$ cat src/rtl/nxw_pkg.sv
package nxw_pkg;

  typedef enum logic [2:0] {
    ST_IDLE,
    ST_S2_REQ,
    ST_S2_WAIT,
    ST_G_REQ,
    ST_G_WAIT,
    ST_DONE
  } walk_state_e;

  localparam logic [2:0] FC_NONE    = 3'b000;
  localparam logic [2:0] FC_G_TBL   = 3'b001;
  localparam logic [2:0] FC_G_DIR   = 3'b010;
  localparam logic [2:0] FC_S2_ROOT = 3'b100;
  localparam logic [2:0] FC_S2_TBL  = 3'b101;
  localparam logic [2:0] FC_S2_DATA = 3'b110;

  // phase: 0 = root/directory step, 1 = table step, 2 = data page step
  function automatic logic [2:0] s2_fault_code(input logic [1:0] ph);
    return {1'b1, ph};
  endfunction

  function automatic logic [2:0] guest_fault_code(input logic [1:0] ph);
    return (ph == 2'd0) ? FC_G_DIR : FC_G_TBL;
  endfunction

endpackage

$ cat src/rtl/nxw_addr_gen.sv
module nxw_addr_gen #(
  parameter int HPA_W      = 40,
  parameter int GPA_W      = 32,
  parameter int PAGE_SHIFT = 12
) (
  input  logic [HPA_W-1:0]                    map_base,
  input  logic [GPA_W-PAGE_SHIFT-1:0]         gfn,
  input  logic [HPA_W-PAGE_SHIFT-1:0]         hfn,
  input  logic [(GPA_W-PAGE_SHIFT)/2-1:0]     idx,
  output logic [HPA_W-1:0]                    s2_addr,
  output logic [HPA_W-1:0]                    g_addr
);
  localparam int GFN_W   = GPA_W - PAGE_SHIFT;
  localparam int S2_ESH  = 3;  // 8-byte second-stage entries
  localparam int G_ESH   = 2;  // 4-byte guest entries
  localparam int S2_PAD  = HPA_W - GFN_W - S2_ESH;

  always_comb begin
    s2_addr = map_base + {{S2_PAD{1'b0}}, gfn, {S2_ESH{1'b0}}};
    g_addr  = {hfn, idx, {G_ESH{1'b0}}};
  end
endmodule

$ cat src/rtl/nxw_entry_dec.sv
module nxw_entry_dec #(
  parameter int HPA_W      = 40,
  parameter int GPA_W      = 32,
  parameter int PAGE_SHIFT = 12,
  parameter int MEM_DW     = 64
) (
  input  logic [MEM_DW-1:0]             rdata,
  input  logic                          lane_hi,
  output logic                          s2_present,
  output logic [HPA_W-PAGE_SHIFT-1:0]   s2_hfn,
  output logic                          g_present,
  output logic [GPA_W-PAGE_SHIFT-1:0]   g_gfn
);
  localparam int HALF = MEM_DW / 2;

  logic [HALF-1:0] word;
  logic            unused_bits;

  always_comb begin
    word       = lane_hi ? rdata[MEM_DW-1:HALF] : rdata[HALF-1:0];
    s2_present = rdata[0];
    s2_hfn     = rdata[HPA_W-1:PAGE_SHIFT];
    g_present  = word[0];
    g_gfn      = word[GPA_W-1:PAGE_SHIFT];
  end

  assign unused_bits = ^{rdata[MEM_DW-1:HPA_W], rdata[PAGE_SHIFT-1:1], word[PAGE_SHIFT-1:1]};
endmodule

$ cat src/rtl/nxw_walk_ctrl.sv
module nxw_walk_ctrl
  import nxw_pkg::*;
#(
  parameter int HPA_W      = 40,
  parameter int GPA_W      = 32,
  parameter int PAGE_SHIFT = 12
) (
  input  logic                                clk,
  input  logic                                rst,
  input  logic                                xl_req_valid,
  output logic                                xl_req_ready,
  input  logic [GPA_W-1:0]                    xl_req_gla,
  input  logic [GPA_W-1:0]                    guest_dir_base,
  input  logic [HPA_W-1:0]                    host_map_base,
  input  logic                                map_enable,
  output logic                                xl_rsp_valid,
  input  logic                                xl_rsp_ready,
  output logic                                xl_rsp_fault,
  output logic [2:0]                          xl_rsp_code,
  output logic [HPA_W-1:0]                    xl_rsp_hpa,
  output logic                                rd_req_valid,
  input  logic                                rd_req_ready,
  output logic [HPA_W-1:0]                    rd_req_addr,
  input  logic                                rd_rsp_valid,
  // address generator interface
  output logic [HPA_W-1:0]                    ag_map_base,
  output logic [GPA_W-PAGE_SHIFT-1:0]         ag_gfn,
  output logic [HPA_W-PAGE_SHIFT-1:0]         ag_hfn,
  output logic [(GPA_W-PAGE_SHIFT)/2-1:0]     ag_idx,
  input  logic [HPA_W-1:0]                    ag_s2_addr,
  input  logic [HPA_W-1:0]                    ag_g_addr,
  // entry decoder interface
  input  logic                                dc_s2_present,
  input  logic [HPA_W-PAGE_SHIFT-1:0]         dc_s2_hfn,
  input  logic                                dc_g_present,
  input  logic [GPA_W-PAGE_SHIFT-1:0]         dc_g_gfn
);
  localparam int GFN_W = GPA_W - PAGE_SHIFT;
  localparam int HFN_W = HPA_W - PAGE_SHIFT;
  localparam int IDX_W = GFN_W / 2;
  localparam int HPAD  = HFN_W - GFN_W;

  walk_state_e          state_q;
  logic [1:0]           phase_q;
  logic                 en_q;
  logic [HPA_W-1:0]     base_q;
  logic [GPA_W-1:0]     gla_q;
  logic [GFN_W-1:0]     gfn_q;
  logic [HFN_W-1:0]     hfn_q;
  logic                 fault_q;
  logic [2:0]           code_q;
  logic [HPA_W-1:0]     hpa_q;
  logic                 unused_base_low;

  assign unused_base_low = ^guest_dir_base[PAGE_SHIFT-1:0];

  // datapath towards the address generator
  assign ag_map_base = base_q;
  assign ag_gfn      = gfn_q;
  assign ag_hfn      = hfn_q;
  assign ag_idx      = (phase_q == 2'd0) ? gla_q[GPA_W-1 -: IDX_W] : gla_q[PAGE_SHIFT +: IDX_W];

  // outputs decoded from state flops only
  assign xl_req_ready = (state_q == ST_IDLE);
  assign xl_rsp_valid = (state_q == ST_DONE);
  assign xl_rsp_fault = fault_q;
  assign xl_rsp_code  = code_q;
  assign xl_rsp_hpa   = hpa_q;
  assign rd_req_valid = (state_q == ST_S2_REQ) || (state_q == ST_G_REQ);
  assign rd_req_addr  = (state_q == ST_S2_REQ) ? ag_s2_addr : ag_g_addr;

  always_ff @(posedge clk) begin
    if (rst) begin
      state_q <= ST_IDLE;
      phase_q <= 2'd0;
      en_q    <= 1'b0;
      base_q  <= '0;
      gla_q   <= '0;
      gfn_q   <= '0;
      hfn_q   <= '0;
      fault_q <= 1'b0;
      code_q  <= FC_NONE;
      hpa_q   <= '0;
    end else begin
      unique case (state_q)
        ST_IDLE: begin
          if (xl_req_valid) begin
            gla_q   <= xl_req_gla;
            en_q    <= map_enable;
            base_q  <= host_map_base;
            gfn_q   <= guest_dir_base[GPA_W-1:PAGE_SHIFT];
            hfn_q   <= {{HPAD{1'b0}}, guest_dir_base[GPA_W-1:PAGE_SHIFT]};
            phase_q <= 2'd0;
            fault_q <= 1'b0;
            code_q  <= FC_NONE;
            hpa_q   <= '0;
            state_q <= map_enable ? ST_S2_REQ : ST_G_REQ;
          end
        end
        ST_S2_REQ: begin
          if (rd_req_ready) state_q <= ST_S2_WAIT;
        end
        ST_S2_WAIT: begin
          if (rd_rsp_valid) begin
            if (!dc_s2_present) begin
              fault_q <= 1'b1;
              code_q  <= s2_fault_code(phase_q);
              state_q <= ST_DONE;
            end else if (phase_q == 2'd2) begin
              hpa_q   <= {dc_s2_hfn, gla_q[PAGE_SHIFT-1:0]};
              state_q <= ST_DONE;
            end else begin
              hfn_q   <= dc_s2_hfn;
              state_q <= ST_G_REQ;
            end
          end
        end
        ST_G_REQ: begin
          if (rd_req_ready) state_q <= ST_G_WAIT;
        end
        ST_G_WAIT: begin
          if (rd_rsp_valid) begin
            if (!dc_g_present) begin
              fault_q <= 1'b1;
              code_q  <= guest_fault_code(phase_q);
              state_q <= ST_DONE;
            end else begin
              gfn_q   <= dc_g_gfn;
              hfn_q   <= {{HPAD{1'b0}}, dc_g_gfn};
              if (en_q) begin
                phase_q <= phase_q + 2'd1;
                state_q <= ST_S2_REQ;
              end else if (phase_q == 2'd1) begin
                hpa_q   <= {{HPAD{1'b0}}, dc_g_gfn, gla_q[PAGE_SHIFT-1:0]};
                state_q <= ST_DONE;
              end else begin
                phase_q <= 2'd1;
                state_q <= ST_G_REQ;
              end
            end
          end
        end
        ST_DONE: begin
          if (xl_rsp_ready) state_q <= ST_IDLE;
        end
        default: state_q <= ST_IDLE;
      endcase
    end
  end
endmodule

$ cat src/rtl/nested_xlate_walker.sv
module nested_xlate_walker #(
  parameter int HPA_W      = 40,
  parameter int GPA_W      = 32,
  parameter int PAGE_SHIFT = 12,
  parameter int MEM_DW     = 64
) (
  input  logic                clk,
  input  logic                rst,
  input  logic                xl_req_valid,
  output logic                xl_req_ready,
  input  logic [GPA_W-1:0]    xl_req_gla,
  input  logic [GPA_W-1:0]    guest_dir_base,
  input  logic [HPA_W-1:0]    host_map_base,
  input  logic                map_enable,
  output logic                xl_rsp_valid,
  input  logic                xl_rsp_ready,
  output logic                xl_rsp_fault,
  output logic [2:0]          xl_rsp_code,
  output logic [HPA_W-1:0]    xl_rsp_hpa,
  output logic                rd_req_valid,
  input  logic                rd_req_ready,
  output logic [HPA_W-1:0]    rd_req_addr,
  input  logic                rd_rsp_valid,
  input  logic [MEM_DW-1:0]   rd_rsp_data
);
  localparam int GFN_W = GPA_W - PAGE_SHIFT;
  localparam int HFN_W = HPA_W - PAGE_SHIFT;
  localparam int IDX_W = GFN_W / 2;

  logic [HPA_W-1:0] ag_map_base;
  logic [GFN_W-1:0] ag_gfn;
  logic [HFN_W-1:0] ag_hfn;
  logic [IDX_W-1:0] ag_idx;
  logic [HPA_W-1:0] ag_s2_addr;
  logic [HPA_W-1:0] ag_g_addr;
  logic             dc_s2_present;
  logic [HFN_W-1:0] dc_s2_hfn;
  logic             dc_g_present;
  logic [GFN_W-1:0] dc_g_gfn;

  nxw_walk_ctrl #(.HPA_W(HPA_W), .GPA_W(GPA_W), .PAGE_SHIFT(PAGE_SHIFT)) i_ctrl (
    .clk(clk), .rst(rst),
    .xl_req_valid(xl_req_valid), .xl_req_ready(xl_req_ready), .xl_req_gla(xl_req_gla),
    .guest_dir_base(guest_dir_base), .host_map_base(host_map_base), .map_enable(map_enable),
    .xl_rsp_valid(xl_rsp_valid), .xl_rsp_ready(xl_rsp_ready), .xl_rsp_fault(xl_rsp_fault),
    .xl_rsp_code(xl_rsp_code), .xl_rsp_hpa(xl_rsp_hpa),
    .rd_req_valid(rd_req_valid), .rd_req_ready(rd_req_ready), .rd_req_addr(rd_req_addr),
    .rd_rsp_valid(rd_rsp_valid),
    .ag_map_base(ag_map_base), .ag_gfn(ag_gfn), .ag_hfn(ag_hfn), .ag_idx(ag_idx),
    .ag_s2_addr(ag_s2_addr), .ag_g_addr(ag_g_addr),
    .dc_s2_present(dc_s2_present), .dc_s2_hfn(dc_s2_hfn),
    .dc_g_present(dc_g_present), .dc_g_gfn(dc_g_gfn)
  );

  nxw_addr_gen #(.HPA_W(HPA_W), .GPA_W(GPA_W), .PAGE_SHIFT(PAGE_SHIFT)) i_agen (
    .map_base(ag_map_base), .gfn(ag_gfn), .hfn(ag_hfn), .idx(ag_idx),
    .s2_addr(ag_s2_addr), .g_addr(ag_g_addr)
  );

  nxw_entry_dec #(.HPA_W(HPA_W), .GPA_W(GPA_W), .PAGE_SHIFT(PAGE_SHIFT), .MEM_DW(MEM_DW)) i_dec (
    .rdata(rd_rsp_data), .lane_hi(ag_g_addr[2]),
    .s2_present(dc_s2_present), .s2_hfn(dc_s2_hfn),
    .g_present(dc_g_present), .g_gfn(dc_g_gfn)
  );
endmodule

$ cat config.mk
export PLATFORM = sky130hd
export DESIGN_NAME = nested_xlate_walker
export DESIGN_NICKNAME = d
export VERILOG_FILES = /design/src/rtl/nxw_pkg.sv /design/src/rtl/nxw_addr_gen.sv /design/src/rtl/nxw_entry_dec.sv /design/src/rtl/nxw_walk_ctrl.sv /design/src/rtl/nested_xlate_walker.sv
export SDC_FILE = /design/constraint.sdc
export NUM_CORES = 1
export LEC_CHECK = 0
export BUFFER_PORTS_ARGS = -buffer_cell sky130_fd_sc_hd__clkbuf_2
export CORE_UTILIZATION = 50
export CTS_CLUSTER_SIZE = 24
export DETAILED_ROUTE_END_ITERATION = 8
export GPL_TIMING_DRIVEN = 1
export PLACE_DENSITY = 0.82
export SETUP_SLACK_MARGIN = 0.15
export SYNTH_ARGS = -nofsm -noshare
export SYNTH_HDL_FRONTEND = slang
export SYNTH_SLANG_ARGS = --single-unit
$ cat constraint.sdc
create_clock -name clk -period 4.1 [get_ports clk]
set_input_delay 0.41 -clock clk [delete_from_list [all_inputs] [get_ports clk]]
set_output_delay 0.41 -clock clk [all_outputs]
set_load 0.01 [all_outputs]
==> summary.md, run 1 <==
| Metric | Value |
|---|---|
| Outcome | `completed` |
| Number of setup violations in the final report | `0` |
| Die ar. | `18400 um^2` |
| Clock Power Share | `31.8%` |
| Hold Path Depth | `3` |
| All-layer global routing usage | `29.2%` |
| Syn Area/Cell | `7.62 um^2` |
| Initial core utilization | `51.3%` |
| Worst-path clk slew | `0.08 ns` |
| Slew @ Worst Pin | `1.04 ns` |
| Root buffer cell | `clkbuf_16` |
| DP Area | `10200 um^2` |
| VDD IR max | `about 330 uV` |
| Slowest CP cell | `fa_1` |
| Sw frac | `37.1%` |
| Flops & latches, synth | `between 150 and 200` |
| Total stage count of the critical path | `10` |
| Crit path cell chain | `ha_1, fa_1, a21o_1, a221o_1, a31oi_2, o211ai_1, nand3_1, xor2_1, o21ai_0, clkbuf_2` |
| Total chip power | `5.08 mW` |
| Clk_lat worst skew | `0.44 ns` |
| # placed instances | `1555` |
| Layout Area Growth over Synthesis | `21.2%` |
| Syn Nets | `1369` |
| Number of synthesized flops with an enable pin | `0` |
| Peak Freq | `approximately 270 MHz` |
| Share of cells above drive strength 1 | `23.6%` |
| Drt first pass iters | `8` |
| Die X | `136 um` |
| CP Buf/Inv Count | `1` |
| Sequential-to-total area share from yosys stat | `38.2%` |
| Ant. Diodes | `0` |
| Final Cycle Share | `91.4%` |
| NumNets Final | `between 1500 and 2000` |
| Post-Syn Instances | `1170` |
| Die Height | `136 um` |
| Overflow left after global routing | `0` |
| DR vias/cell | `5.76` |
| Post-layout util | `62.2%` |
| Final hold vios | `0` |
| GP Congestion | `0.934` |
| Flop pwr share | `39.2%` |
| Post-Syn Area | `roughly 9000 um^2` |
| Area fraction of the dominant cell type after synthesis | `38.2%` |
| Power Dens Cells | `470 nW/um^2` |
| RSZ-0062 raised after global routing | `no` |
| Pre-CTS setup slack | `0.715 ns` |
| Ys Warns | `0` |
| Most used DFF post-synth | `dfxtp_1` |
| Finished Layout Cells | `1587` |
| IO Port Bufs | `234` |
| Ys async rst share | `0%` |
| Vias in the first global route | `8404` |
| Post-synth cell types | `55` |
| Startpoint Class | `register` |
| CP arrival | `3.34 ns` |
| DR vias | `just over 9000` |
| Largest net degree at the start of global routing | `98` |
| Max Root-Sink Buffers | `2` |
| Clock Skews | `0.0116 ns` |
| Slew margin rel. | `30.8%` |
| Largest area contributor in the netlist | `dfxtp_1` |
| Io pins | `262` |
| CP max stage delay | `0.43 ns` |
| DR iter-0 viols | `813` |
| Post-Route WL | `between 20 and 30 mm` |
| Layout fillers | `1578` |
| Post-DP HPWL | `approximately 19 mm` |
| CP delay by family, top | `compound AO/OA/AOI/OAI gates` |
| CTS tree | `built` |
| CTS buffer count | `17` |
| Synth top area cells | `dfxtp_1 38%, nand2_1 10%, a21oi_1 8.5%` |
| Post-route ant nets | `0` |
| CP Class | `reg -> out` |
| Critical path peak fanout | `5` |
| P_int | `between 3 and 4 mW` |
| H-Tree Depth | `4` |
| CORE AREA | `17400 um^2` |
| Number of remaining DRC errors | `0` |
| Hold slack | `between 0.15 and 0.2 ns` |
| R2R depth | `11` |
| Worst setup margin | `0.354 ns` |
| Max_cap viols | `0` |
| Final Critical Period | `3.75 ns` |
| Combinational share of power | `a little under 30%` |
| Clock sinks | `170` |
| Fin. max-slew vios | `0` |
| Hold/Removal Path Class | `in -> reg` |
| Setup TNS | `0 ns` |
| Leakage | `4.64 nW` |
| WL/cell | `17.0 um` |
| Switching power | `1.88 mW` |
| FP Rows | `48` |
| Fin area | `10800 um^2` |
| First-pass GRT wire length | `42.2 mm` |
| Postcts setup bufs | `0` |
| Initial antenna violation count | `0` |
| CP required | `~3.7 ns` |
| Critical Path End Type | `output pin` |
[metal layers]
| metal | share of wire [%] | vias up | track usage [%] |
|---|---|---|---|
| met1 | 43 | 4214 | 38.4 |
| met2 | 48 | 375 | 47.7 |
| li1 | - | 4500 | - |
| met4 | 2.8 | 0 | 11.6 |
| met5 | 0 | - | 0 |
| met3 | 6.3 | 56 | 4.49 |
[Yosys cell counts (all sizes together) (2+ instances only)]
library cell,count
a2111oi,2
a211oi,42
a21o,7
a21oi,152
a221oi,21
a222oi,21
a22oi,2
a31oi,9
and2,6
and3,6
buf,18
clkbuf,76
dfxtp,170
ha,23
inv,12
mux2i,34
nand2,244
nand2b,3
nand3,42
nand4,9
nor2,115
nor2b,5
nor3,30
o211ai,6
o21a,3
o21ai,54
o21bai,3
o22ai,6
o31ai,2
or3,5
or4,2
xnor2,10
xor2,16
[cell families after synthesis]
kind of cell | share of synthesized area (%)
multiplexers | 3.99
flip-flops | 38.2
AND/OR/NAND/NOR | 22.2
AO/OA/AOI/OAI | 25.0
XOR/XNOR | 2.56
buffers and inverters | 4.66
adder cells (fa/ha/maj) | 3.45
[worst paths after layout]
path / startpoint / endpoint / slack, ns
hold / removal: xl_req_gla[13] / i_ctrl.gla_q[13] / 0.19
setup / recovery: i_ctrl.ag_map_base[3] / rd_req_addr[39] / 0.35
setup reg to reg: i_ctrl.phase_q[0] / i_ctrl.xl_rsp_hpa[30] / 0.89
hold reg to reg: i_ctrl.xl_rsp_hpa[0] / i_ctrl.xl_rsp_hpa[0] / 0.45
[repair_timing]
action                                  in CTS  in global routing
endpoints found under the setup margin       0                  4
hold buffers                                 0                  0
resized for setup                            0                  2
[final cells by class]
type                       instances  area, um^2  area share (%)
clock buffer                      17         425            3.94
clock inverter                    15         168            1.55
inverter                          12        45.0           0.417
multi-input combinational        894        5140            47.6
sequential                       170        3400            31.5
tap                              225         282            2.61
timing repair buffer             254        1340            12.4
[cell usage in the layout (no fill, tap or decap), types with 6 or more instances in the layout]
cell type  instances
a211oi_1          42
a21o_1             7
a21oi_1          151
a221oi_2          20
a222oi_1          21
a31oi_1            8
and2_1             6
and3_1             6
buf_4             20
clkbuf_16         17
clkbuf_2         233
dfxtp_1          170
ha_1              23
inv_1             12
inv_8              6
mux2i_1           33
nand2_1          243
nand3_1           41
nand4_1            9
nor2_1           112
nor3_1            27
o211ai_1           6
o21ai_0           51
o22ai_1            6
xnor2_1           10
xor2_1            16
[registers in the layout (all words and copies together), names as in the netlist]
signal and count:
i_ctrl.phase_q 2, i_ctrl.ag_hfn 28, i_ctrl.ag_gfn 20, i_ctrl.xl_rsp_hpa 40, i_ctrl.state_q 3, i_ctrl.ag_map_base 40, i_ctrl.xl_rsp_fault 1, i_ctrl.en_q 1
i_ctrl.gla_q 32, i_ctrl.xl_rsp_code 3
[power groups by stage]
stage	Sequential [mW]	Clock (mW)	Combinational, mW
after floorplan	1.99	0	0.965
after global placement	2.01	0	1.43
after detailed placement	2.02	0	1.45
after CTS	1.98	1.63	1.47
after global routing	2.01	1.70	1.62
final	1.99	1.61	1.48
[worst register-to-register path: stages (launching register included)]
cell and delay, ns:
dfxtp_1 0.34, inv_1 0.10, ha_1 0.15, buf_4 0.24
mux2i_4 0.32, mux2i_1 0.20, o22ai_1 0.16, nand2_1 0.17
nor2_2 0.75, buf_4 0.41, nor2_1 0.09, nor3_1 0.18
Note: power is estimated with default switching activity, not from simulation.
==> inputs of run 2 (changes only) <==
Settings changed: PLACE_DENSITY 0.82 to 0.8.
==> summary.md, run 2 (synthesized netlist as in run 1, its figures left out) <==
| Metric | Value |
|---|---|
| Drt first pass iters | `8 (unchanged)` |
| Max_cap viols | `0 (unchanged)` |
| H-Tree Depth | `4 (unchanged)` |
| DR vias/cell | `5.78 (+0.35%)` |
| Peak Freq | `263 MHz (-1.3%)` |
| CORE AREA | `17400 um^2 (unchanged)` |
| Leakage | `4.66 nW (+0.42%)` |
| CP Class | `reg -> out` |
| RSZ-0062 raised after global routing | `yes` |
| CTS tree | `built` |
| CTS buffer count | `17 (unchanged)` |
| Layout fillers | `1558 (-1.3%)` |
| Finished Layout Cells | `1587 (unchanged)` |
| Pre-CTS setup slack | `0.736 ns (+0.0209 ns)` |
| Critical Path End Type | `output pin` |
| Io pins | `262 (unchanged)` |
| Overflow left after global routing | `0 (unchanged)` |
| Post-route ant nets | `0 (unchanged)` |
| Worst setup margin | `0.305 ns (-0.0497 ns)` |
| All-layer global routing usage | `29.3% (+0.18 points)` |
| Initial core utilization | `51.3% (unchanged)` |
| Final hold vios | `0 (unchanged)` |
| # placed instances | `1555 (unchanged)` |
| DR vias | `9177 (+0.35%)` |
| Total chip power | `5.18 mW (+2.0%)` |
| Post-layout util | `62.7% (+0.45 points)` |
| Number of setup violations in the final report | `0 (unchanged)` |
| Outcome | `completed` |
| Die Height | `136 um (unchanged)` |
| FF-to-FF Start | `i_ctrl.phase_q[0]` |
| Final Cycle Share | `92.6% (+1.2 points)` |
| Setup TNS | `0 ns (unchanged)` |
| Final Critical Period | `3.80 ns (+0.0497 ns)` |
| First-pass GRT wire length | `42.1 mm (about the same)` |
| Clk_lat worst skew | `0.43 ns (about the same)` |
| R2R depth | `8 (-3)` |
| Clock sinks | `170 (unchanged)` |
| DP Area | `10200 um^2 (+0.37%)` |
| Hold Crit Start | `xl_req_gla[18]` |
| Commonest non-fill, non-tap cell in the layout | `nand2_1` |
| Post-DP HPWL | `18.6 mm (-2.0%)` |
| Slew @ Worst Pin | `1.22 ns (+0.180 ns)` |
| Largest net degree at the start of global routing | `93 (-5.1%)` |
| VDD IR max | `315 uV (-3.1%)` |
| Worst-path clk slew | `0.07 ns (about the same)` |
| Met3 wire length | `1.94 mm (+15%)` |
| Ant. Diodes | `0 (unchanged)` |
| Fin area | `10900 um^2 (+0.73%)` |
| Most frequent cells in the layout | `242 x nand2_1, 233 x clkbuf_2, 170 x dfxtp_1, 151 x a21oi_1, 112 x nor2_1` |
| Hold slack | `0.187 ns (+0.00140 ns)` |
| CP max stage delay | `0.40 ns (-0.03 ns)` |
| R2R Path End | `i_ctrl.ag_hfn[13]` |
| Critical path peak fanout | `5 (unchanged)` |
| Root buffer cell | `clkbuf_16` |
| Die X | `136 um (unchanged)` |
| DR iter-0 viols | `865 (+6.4%)` |
| Power Dens Cells | `476 nW/um^2 (+1.2%)` |
| R2r setup slk | `0.65 ns (-0.24 ns)` |
| Clock Skews | `0.00791 ns (-0.00364 ns)` |
| Share of cells above drive strength 1 | `23.7% (+0.073 points)` |
| Die ar. | `18400 um^2 (unchanged)` |
| Wire length on met2 | `12.4 mm (-2.8%)` |
| Number of remaining DRC errors | `0 (unchanged)` |
| Layout Area Growth over Synthesis | `22.1%` |
| Vias in the first global route | `8419 (+0.18%)` |
| Slew margin rel. | `18.5% (-12 points)` |
| GP Congestion | `0.910 (-2.5%)` |
| WL/cell | `16.9 um (-0.31%)` |
| Startpoint Class | `register` |
| Fin. max-slew vios | `0 (unchanged)` |
| Hold Path Depth | `3 (unchanged)` |
| Crit path cell chain | `ha_1, fa_1, a21o_1, a221o_1, a31oi_2, o211ai_1, nand4_1, xor2_1, o21ai_0, clkbuf_2` |
| Hold worst-path end | `i_ctrl.gla_q[18]` |
| CP required | `3.69 ns (about the same)` |
| Hold/Removal Path Class | `in -> reg` |
| M1 WL | `11.5 mm (-1.9%)` |
| Max Root-Sink Buffers | `2 (unchanged)` |
| Initial antenna violation count | `0 (unchanged)` |
| IO Port Bufs | `234 (unchanged)` |
| Post-Route WL | `26.8 mm (-0.31%)` |
| NumNets Final | `1548 (unchanged)` |
| Slowest CP cell | `fa_1` |
| Top sig layer | `met4` |
| CP arrival | `3.39 ns (+0.05 ns)` |
| FP Rows | `48 (unchanged)` |
-- run 2: timing repair --
action	4_1_cts	5_1_grt
gates resized for setup	0	2
setup buffers	0	0
hold buffers	0	0
endpoints found under the setup margin	0	7
-- run 2: area by class of cell --
| cell class | count | area [um^2] | share of cell area (%) |
|---|---|---|---|
| Tap cell | 225 | 282 | 2.59 |
| Inverter | 12 | 45.0 | 0.414 |
| Timing Repair Buffer | 254 | 1360 | 12.5 |
| Clock buffer | 18 | 439 | 4.04 |
| Clock inverter | 14 | 183 | 1.68 |
| Multi-Input combinational cell | 894 | 5170 | 47.5 |
| Sequential cell | 170 | 3400 | 31.3 |
-- run 2: routing by layer --
layer  track usage [%]  vias up
li1                  -     4512
met1              37.3     4186
met2              47.7      407
met3              5.42       72
met4              14.3        0
met5                 0        -
-- run 2: report_power, final --
part	internal (mW)	switching, mW
Clock	0.945	0.756
Sequential	1.84	0.136
Combinational	0.541	0.955
-- run 2: worst max-delay path by stage --
stage	from	end	slack, ns
finish	i_ctrl.ag_map_base[3]	rd_req_addr[31]	0.30
global route	i_ctrl.ag_map_base[3]	rd_req_addr[31]	0.11
CTS	i_ctrl.ag_map_base[3]	rd_req_addr[31]	0.21
detailed placement	i_ctrl.ag_map_base[3]	rd_req_addr[31]	0.74
global placement	i_ctrl.ag_map_base[3]	rd_req_addr[27]	0.79
floorplan	i_ctrl.ag_map_base[3]	rd_req_addr[19]	1.23
-- run 2: worst max-delay path: cells and delay by family, from the launching register on --
| kind | cells | cell delay (ns) |
|---|---|---|
| compound gates | 5 | 1.50 |
| xor+xnor | 1 | 0.08 |
| fa+ha+maj | 2 | 0.63 |
| buf+inv | 1 | 0.18 |
| flops | 1 | 0.32 |
| simple gates | 1 | 0.23 |
